==> src/rtl/fpctx_pkg.sv <==
package fpctx_pkg;

    localparam int FS_W       = 2;
    localparam int FS_LSB     = 13;
    localparam int XS_LSB     = FS_LSB + FS_W;
    localparam int MIN_IMG_W  = XS_LSB + FS_W + 1;
    localparam int NUM_CTX    = 2;
    localparam int CTX_HOST   = 0;
    localparam int CTX_GUEST  = 1;

    typedef enum logic [FS_W-1:0] {
        FS_OFF   = 2'd0,
        FS_INIT  = 2'd1,
        FS_CLEAN = 2'd2,
        FS_DIRTY = 2'd3
    } fs_state_e;

    typedef struct packed {
        logic            wr_en;
        fs_state_e       wr_val;
        logic            mark;
        logic [FS_W-1:0] xs;
    } ctx_ctrl_t;

    function automatic logic summary_bit(fs_state_e fs, logic [FS_W-1:0] xs);
        return (fs == FS_DIRTY) || (xs == FS_W'(FS_DIRTY));
    endfunction

    function automatic logic fs_blocks(fs_state_e fs);
        return fs == FS_OFF;
    endfunction

endpackage

==> src/rtl/fpctx_ctx.sv <==
module fpctx_ctx
    import fpctx_pkg::*;
#(
    parameter int IMG_W = 64
) (
    input  logic             clk,
    input  logic             rst,
    input  ctx_ctrl_t        ctrl,
    output fs_state_e        fs_o,
    output logic             sd_o,
    output logic [IMG_W-1:0] image_o
);
    localparam int SD_POS = IMG_W - 1;

    fs_state_e fs_q;
    fs_state_e fs_d;

    always_comb begin
        fs_d = fs_q;
        if (ctrl.wr_en) fs_d = ctrl.wr_val;
        if (ctrl.mark)  fs_d = FS_DIRTY;
    end

    always_ff @(posedge clk) begin
        if (rst) fs_q <= FS_OFF;
        else     fs_q <= fs_d;
    end

    always_comb begin
        sd_o    = summary_bit(fs_q, ctrl.xs);
        image_o = '0;
        image_o[FS_LSB +: FS_W] = fs_q;
        image_o[XS_LSB +: FS_W] = ctrl.xs;
        image_o[SD_POS]         = sd_o;
    end

    assign fs_o = fs_q;

    initial begin
        if (IMG_W < MIN_IMG_W) $error("image width too small for field layout");
    end

    // marking outranks a concurrent software write
    a_r9_mark_beats_write: assert property (@(posedge clk) disable iff (rst)
        (ctrl.mark && ctrl.wr_en) |=> (fs_o == FS_DIRTY));

    // an unmarked write lands as written
    a_r2_write_lands: assert property (@(posedge clk) disable iff (rst)
        (ctrl.wr_en && !ctrl.mark) |=> (fs_o == $past(ctrl.wr_val)));

    // no strobe leaves the state alone
    a_r2_hold: assert property (@(posedge clk) disable iff (rst)
        (!ctrl.wr_en && !ctrl.mark) |=> $stable(fs_o));

endmodule

==> src/rtl/fpctx_gate.sv <==
module fpctx_gate
    import fpctx_pkg::*;
(
    input  logic      virt_i,
    input  logic      issue_i,
    input  fs_state_e host_fs_i,
    input  fs_state_e guest_fs_i,
    output logic      illegal_o
);
    logic host_block;
    logic guest_block;

    always_comb begin
        host_block  = fs_blocks(host_fs_i);
        guest_block = virt_i && fs_blocks(guest_fs_i);
        illegal_o   = issue_i && (host_block || guest_block);
    end
endmodule

==> src/rtl/fpctx_dual_tracker.sv <==
module fpctx_dual_tracker
    import fpctx_pkg::*;
#(
    parameter int HOST_W  = 64,
    parameter int GUEST_W = 64
) (
    input  logic               clk,
    input  logic               rst,
    input  logic               virt_i,
    input  logic               fp_issue_i,
    input  logic               fp_modify_i,
    input  logic               host_wr_en_i,
    input  logic [1:0]         host_wr_fs_i,
    input  logic               guest_wr_en_i,
    input  logic [1:0]         guest_wr_fs_i,
    input  logic [1:0]         host_xs_i,
    input  logic [1:0]         guest_xs_i,
    output logic               fp_illegal_o,
    output logic [1:0]         host_fs_o,
    output logic [1:0]         guest_fs_o,
    output logic               host_sd_o,
    output logic               guest_sd_o,
    output logic [HOST_W-1:0]  host_status_o,
    output logic [GUEST_W-1:0] guest_status_o
);
    localparam int MAX_W = (HOST_W > GUEST_W) ? HOST_W : GUEST_W;

    ctx_ctrl_t  ctrl   [NUM_CTX];
    fs_state_e  fs     [NUM_CTX];
    logic       sd     [NUM_CTX];
    logic [MAX_W-1:0] img [NUM_CTX];

    always_comb begin
        ctrl[CTX_HOST].wr_en   = host_wr_en_i;
        ctrl[CTX_HOST].wr_val  = fs_state_e'(host_wr_fs_i);
        ctrl[CTX_HOST].mark    = fp_modify_i;
        ctrl[CTX_HOST].xs      = host_xs_i;
        ctrl[CTX_GUEST].wr_en  = guest_wr_en_i;
        ctrl[CTX_GUEST].wr_val = fs_state_e'(guest_wr_fs_i);
        ctrl[CTX_GUEST].mark   = fp_modify_i && virt_i;
        ctrl[CTX_GUEST].xs     = guest_xs_i;
    end

    for (genvar c = 0; c < NUM_CTX; c++) begin : g_ctx
        localparam int W = (c == CTX_HOST) ? HOST_W : GUEST_W;
        logic [W-1:0] img_w;
        fpctx_ctx #(.IMG_W(W)) u_ctx (
            .clk     (clk),
            .rst     (rst),
            .ctrl    (ctrl[c]),
            .fs_o    (fs[c]),
            .sd_o    (sd[c]),
            .image_o (img_w)
        );
        if (W == MAX_W) begin : g_full
            assign img[c] = img_w;
        end else begin : g_pad
            assign img[c] = {{(MAX_W-W){1'b0}}, img_w};
        end
    end

    fpctx_gate u_gate (
        .virt_i     (virt_i),
        .issue_i    (fp_issue_i),
        .host_fs_i  (fs[CTX_HOST]),
        .guest_fs_i (fs[CTX_GUEST]),
        .illegal_o  (fp_illegal_o)
    );

    assign host_fs_o      = fs[CTX_HOST];
    assign guest_fs_o     = fs[CTX_GUEST];
    assign host_sd_o      = sd[CTX_HOST];
    assign guest_sd_o     = sd[CTX_GUEST];
    assign host_status_o  = img[CTX_HOST][HOST_W-1:0];
    assign guest_status_o = img[CTX_GUEST][GUEST_W-1:0];

    // a modify under V=1 dirties both copies
    a_r6_both_dirty: assert property (@(posedge clk) disable iff (rst)
        (virt_i && fp_modify_i) |=> (host_fs_o == 2'd3 && guest_fs_o == 2'd3));

    // a modify under V=0 dirties the host and spares the guest
    a_r5_host_only: assert property (@(posedge clk) disable iff (rst)
        (!virt_i && fp_modify_i && !guest_wr_en_i) |=> (host_fs_o == 2'd3 && $stable(guest_fs_o)));

    // the guest summary does not follow the host copy
    a_r7_guest_sd_isolated: assert property (@(posedge clk) disable iff (rst)
        ($stable(guest_fs_o) && $stable(guest_xs_i)) |-> $stable(guest_sd_o));

    // no issue, no illegal flag
    a_r10_quiet: assert property (@(posedge clk) disable iff (rst)
        !fp_issue_i |-> !fp_illegal_o);

    // a dirty pair under V=1 never blocks an issue
    a_r4_dirty_pass: assert property (@(posedge clk) disable iff (rst)
        (virt_i && host_fs_o == 2'd3 && guest_fs_o == 2'd3) |-> !fp_illegal_o);

endmodule

==> config.mk <==
export PLATFORM = sky130hd
export DESIGN_NAME = fpctx_dual_tracker
export DESIGN_NICKNAME = d
export VERILOG_FILES = /design/src/rtl/fpctx_pkg.sv /design/src/rtl/fpctx_ctx.sv /design/src/rtl/fpctx_gate.sv /design/src/rtl/fpctx_dual_tracker.sv
export SDC_FILE = /design/constraint.sdc
export NUM_CORES = 1
export LEC_CHECK = 0
export ABC_AREA = 1
export ABC_CLOCK_PERIOD_IN_PS = 950
export CAP_MARGIN = 5
export CORE_MARGIN = 8
export CORE_UTILIZATION = 40
export CTS_CLUSTER_DIAMETER = 30
export DETAILED_ROUTE_END_ITERATION = 10
export DONT_BUFFER_PORTS = 1
export PLACE_DENSITY_LB_ADDON = 0.25
export REMOVE_ABC_BUFFERS = 1
export SLEW_MARGIN = 15
export SYNTH_ARGS = -nofsm -noshare
export SYNTH_HDL_FRONTEND = slang
export SYNTH_HIERARCHICAL = 1
export SYNTH_SLANG_ARGS = --single-unit
==> constraint.sdc <==
create_clock -name clk -period 0.95 [get_ports clk]
set_clock_uncertainty 0.05 [all_clocks]
set_input_delay 0.095 -clock clk [delete_from_list [all_inputs] [get_ports clk]]
set_output_delay 0.095 -clock clk [all_outputs]
set_load 0.01 [all_outputs]
Word-level counts from Yosys, hierarchy flattened. Cells that the tools add are included.

Input bits: 15. Register bits after elaboration: 4. Output and inout port bits: 135.

Equal/unequal tests: 4. Muxes and demuxes: 4. Reduce and logical (&&, ||, !) cells: 10.

Operator list (number): $eq A2 B2 Y1 const B (4); $mux W2 (4); $logic_not A2 Y1 (2); $reduce_bool A2 Y1 (2); $logic_and A1 B1 Y1 (3); $logic_or A1 B1 Y1 (3).

Depth between registers and ports, before layout.
Word-level depth: 4. Mapped depth: 6. Mapped depth without buffers: 6.

Cells and area by module. The synthesis kept the hierarchy.

By module, submodules not included: fpctx_ctx (area an instance 586.8 um^2, cells an instance 83, seq. area each 40.0 um^2, instances 2); fpctx_gate (area an instance 31.3 um^2, cells an instance 7, seq. area each 0.0 um^2, instances 1); fpctx_dual_tracker (area an instance 7.5 um^2, cells an instance 2, seq. area each 0.0 um^2, instances 1).

Least setup slack after synthesis. OpenSTA, ideal clock, no wires.

Path kind: register to output. Start: register g_ctx[1].u_ctx.fs_q[1]. End: output guest_status_o[63]. Buffers on the path: 1. Cell stages (with the launch flop): 4. Path slack: 75 ps. Arrival: 730 ps. Cells stage by stage: dfxtp_1 > nand2_1 > nand2_1 > buf_4.

Longest elaborated chain between the ends: 2.

Ends and longest elaborated chain: start, declared (RTL line fpctx_ctx.sv:15) `fs_state_e fs_q;`; start signal, assigned (RTL line fpctx_ctx.sv:26) `else fs_q <= fs_d;`; $eq A2 B2 Y1 (RTL line fpctx_pkg.sv:26) `return (fs == FS_DIRTY) || (xs == FS_W'(FS_DIRTY));`; $logic_or A1 B1 Y1 (RTL line fpctx_pkg.sv:26); end, declared (RTL line fpctx_dual_tracker.sv:24) `output logic [GUEST_W-1:0] guest_status_o`.

No other way between the ends.

Final worst setup path.
Start: register g_ctx[1].u_ctx.fs_q[0]. End: output guest_status_o[13].

No word-level cell between the ends.

==> key figures <==
Die
  • Core region area: 2978 sq um
  • Area enclosed by the die boundary: 5049 sq um
  • Starting Density: 40.71%
  • Rows: 20
  • Chip Height: 71.06 um
  • Number of top-level design ports: 150
  • Floorplan die width: between 70 and 80 um

Timing
  • Setup WS post-layout: -117.1 ps
  • Hold Vio Cnt, Final: 0
  • Period minus WS final: 1067 ps
  • Final sum of negative setup slack: -450.0 ps
  • Finish-stage setup viols: 7
  • Share of the clock period used by the worst path: 112.3%
  • Setup repair after global routing missed its margin: true
  • Final slew viol count: 0
  • Top achievable clock speed: approximately 940 MHz

Logic synthesis
  • Synthesis warning total: 6
  • Post-synthesis average cell area: just under 7 sq um
  • Syn Inst Count: 175
  • Synthesis-stage register bit count: 4
  • Sequential element share of the synthesized area: 6.605%
  • Post-synthesis cell area: 1212 sq um
  • Synth cell types: 8

Placed design
  • Routability Congestion: 0.6424
  • Area after detailed placement: 780.7 sq um
  • DP Worst Slack: 101.1 ps
  • Sum of net half-perimeters after detailed placement: 2121 um
  • Count of port buffers added during placement: 0

Global routing
  • Total gr overflow: 0
  • First-pass GRT wire length: 3187 um
  • Number of antenna violations at the first check in global routing: 0
  • Via count of the first global-routing pass: between 600 and 700
  • Total GRT Usage: under 10%
  • Pin count of the biggest net entering global routing: 5

Pwr
  • Worst voltage drop across the vdd grid: 204.0 uV
  • Total power after layout: between 0.7 and 0.8 mW
  • Power Dens Cells: 901.8 nW/um^2
  • Static power due to leakage: 0.6375 nW

Drt
  • Number of vias in the routed layout: 625
  • Average detailed-routed wire length per instance: 10.56 um
  • Number of design-rule violations left by the first detailed-router iteration: 2
  • First-pass detailed-route iteration total: 4
  • Number of DRC violations after detailed routing: 0
  • Vias per inst: a little under 3
  • Detail Route Antenna Nets: 0
  • WL final: 2218 um

Finish
  • Fraction of layout cells with a size suffix above 1: 12.43%
  • Top library cells by usage in the layout, fill and taps aside: conb_1 (118), nand2_1 (18), inv_1 (14)
  • Commonest non-fill, non-tap cell in the layout: conb_1
  • Layout Nets: just under 200
  • Max reg flops: 4
  • Fill cell count: 333
  • Final design area excluding fillers: 882.1 sq um
  • Layout overhead on the synthesized area: -27.24%
  • Antenna Cells: 0

Setup path
  • Kind of capture point of the worst setup path: output port
  • Biggest cell delay along the critical path: 340 ps
  • Highest fanout seen on the critical path: 3
  • Critical path data required time: 810 ps
  • Worst path slowest cell: dfxtp_4
  • Most used cell along the critical path: buf_6
  • Critical path arrival: 920 ps
  • Cells traversed along the worst timing path: buf_4 -> buf_6 -> buf_6
  • CP Launch Type: register
  • Critical path class: register to output port

Run status
  • Result of the run: complete, but fails checks
  • Violations in the final reports: setup timing

Clock tree
  • CTS Buf Count: 3
  • Clock net sink count: 4
  • CTS tree: built
  • Clk buf depth: 2
  • Clock Root Buffer: clkbuf_4
  • Worst-path clk slew: around 40 ps
  • H-tree levels: 1
  • Worst-skew pair later-pin latency: 230 ps

Worst hold path
  • Class of the tightest hold or removal check: input port to register

Run
  • Max Cap Violations: 0
[worst max-delay path, delay by kind of cell (launching register included)]
family,cells,cell delay (ps)
buffers and inverters,3,360
flip-flops,1,340
[through the flow]
stage	hold WS (ps)	cells	util, %
after floorplan	140.0	163	-
after global placement	140.1	203	26.22
after detailed placement	140.1	203	26.22
after CTS	19.16	207	28.03
after global routing	58.20	210	29.62
final	23.59	210	29.62
[synthesized netlist by cell type]
library cell	n	area (sq um)
nand3_1	4	20.02
a21oi_2	1	8.760
buf_4	128	960.9
inv_1	14	52.55
conb_1	2	7.510
nand2_1	21	78.83
dfxtp_1	4	80.08
nor2_1	1	3.750
[routing by layer]
| metal | global-route usage, % | part of all wire (%) | vias to the layer above |
|---|---|---|---|
| met5 | 0 | 0 | - |
| met4 | 2.079 | 0.68 | 0 |
| met3 | 5.791 | 20 | 4 |
| met2 | 14.52 | 51 | 75 |
| met1 | 5.774 | 29 | 273 |
| li1 | - | - | 273 |
[final timing paths]
| path | startpoint | endpoint | slack (ps) | cells after the start |
|---|---|---|---|---|
| worst min register to register | g_ctx[0].u_ctx/fs_o[0] | g_ctx[0].u_ctx/fs_o[0] | 530 | 4 |
| worst max-delay path | g_ctx[1].u_ctx/fs_o[0] | guest_status_o[13] | -120 | 3 |
| worst min-delay path | host_wr_fs_i[0] | g_ctx[0].u_ctx/fs_o[0] | 20 | 4 |
| worst max register to register | g_ctx[1].u_ctx/fs_o[0] | g_ctx[1].u_ctx/fs_o[0] | 10 | 6 |
[cell families (layout without fill, tap and decap cells)]
logic type	after synthesis	in the layout	share of synthesized area, %
other	2	118	0.6194
AND/OR/NAND/NOR	26	26	8.462
flip-flops	4	4	6.605
AO/OA/AOI/OAI	1	1	0.7225
buffers and inverters	142	28	83.59
[repair_timing]
action                                 in CTS  in global routing
resized for setup                           9                  8
setup buffers                               0                  3
hold buffers                                1                  0
setup endpoints to repair                   8                  8
pin swaps                                   1                  4
endpoints found under the hold margin       4                  0
[layout make-up]
| class | instances | area [sq um] | share of cell area [%] |
|---|---|---|---|
| clock buffer | 3 | 22.52 | 2.553 |
| multi-input combinational | 145 | 564.3 | 63.97 |
| timing repair buffer | 11 | 111.4 | 12.62 |
| inverter | 14 | 52.55 | 5.957 |
| sequential | 4 | 90.09 | 10.21 |
| tap | 33 | 41.29 | 4.681 |
[report_power, final]
part	total (mW)	internal (mW)	switching, mW
registers	0.196	0.183	0.0137
clock network	0.209	0.141	0.0679
logic	0.390	0.0799	0.310
total	0.795	0.404	0.392
Power figures use the tool's default switching activity.
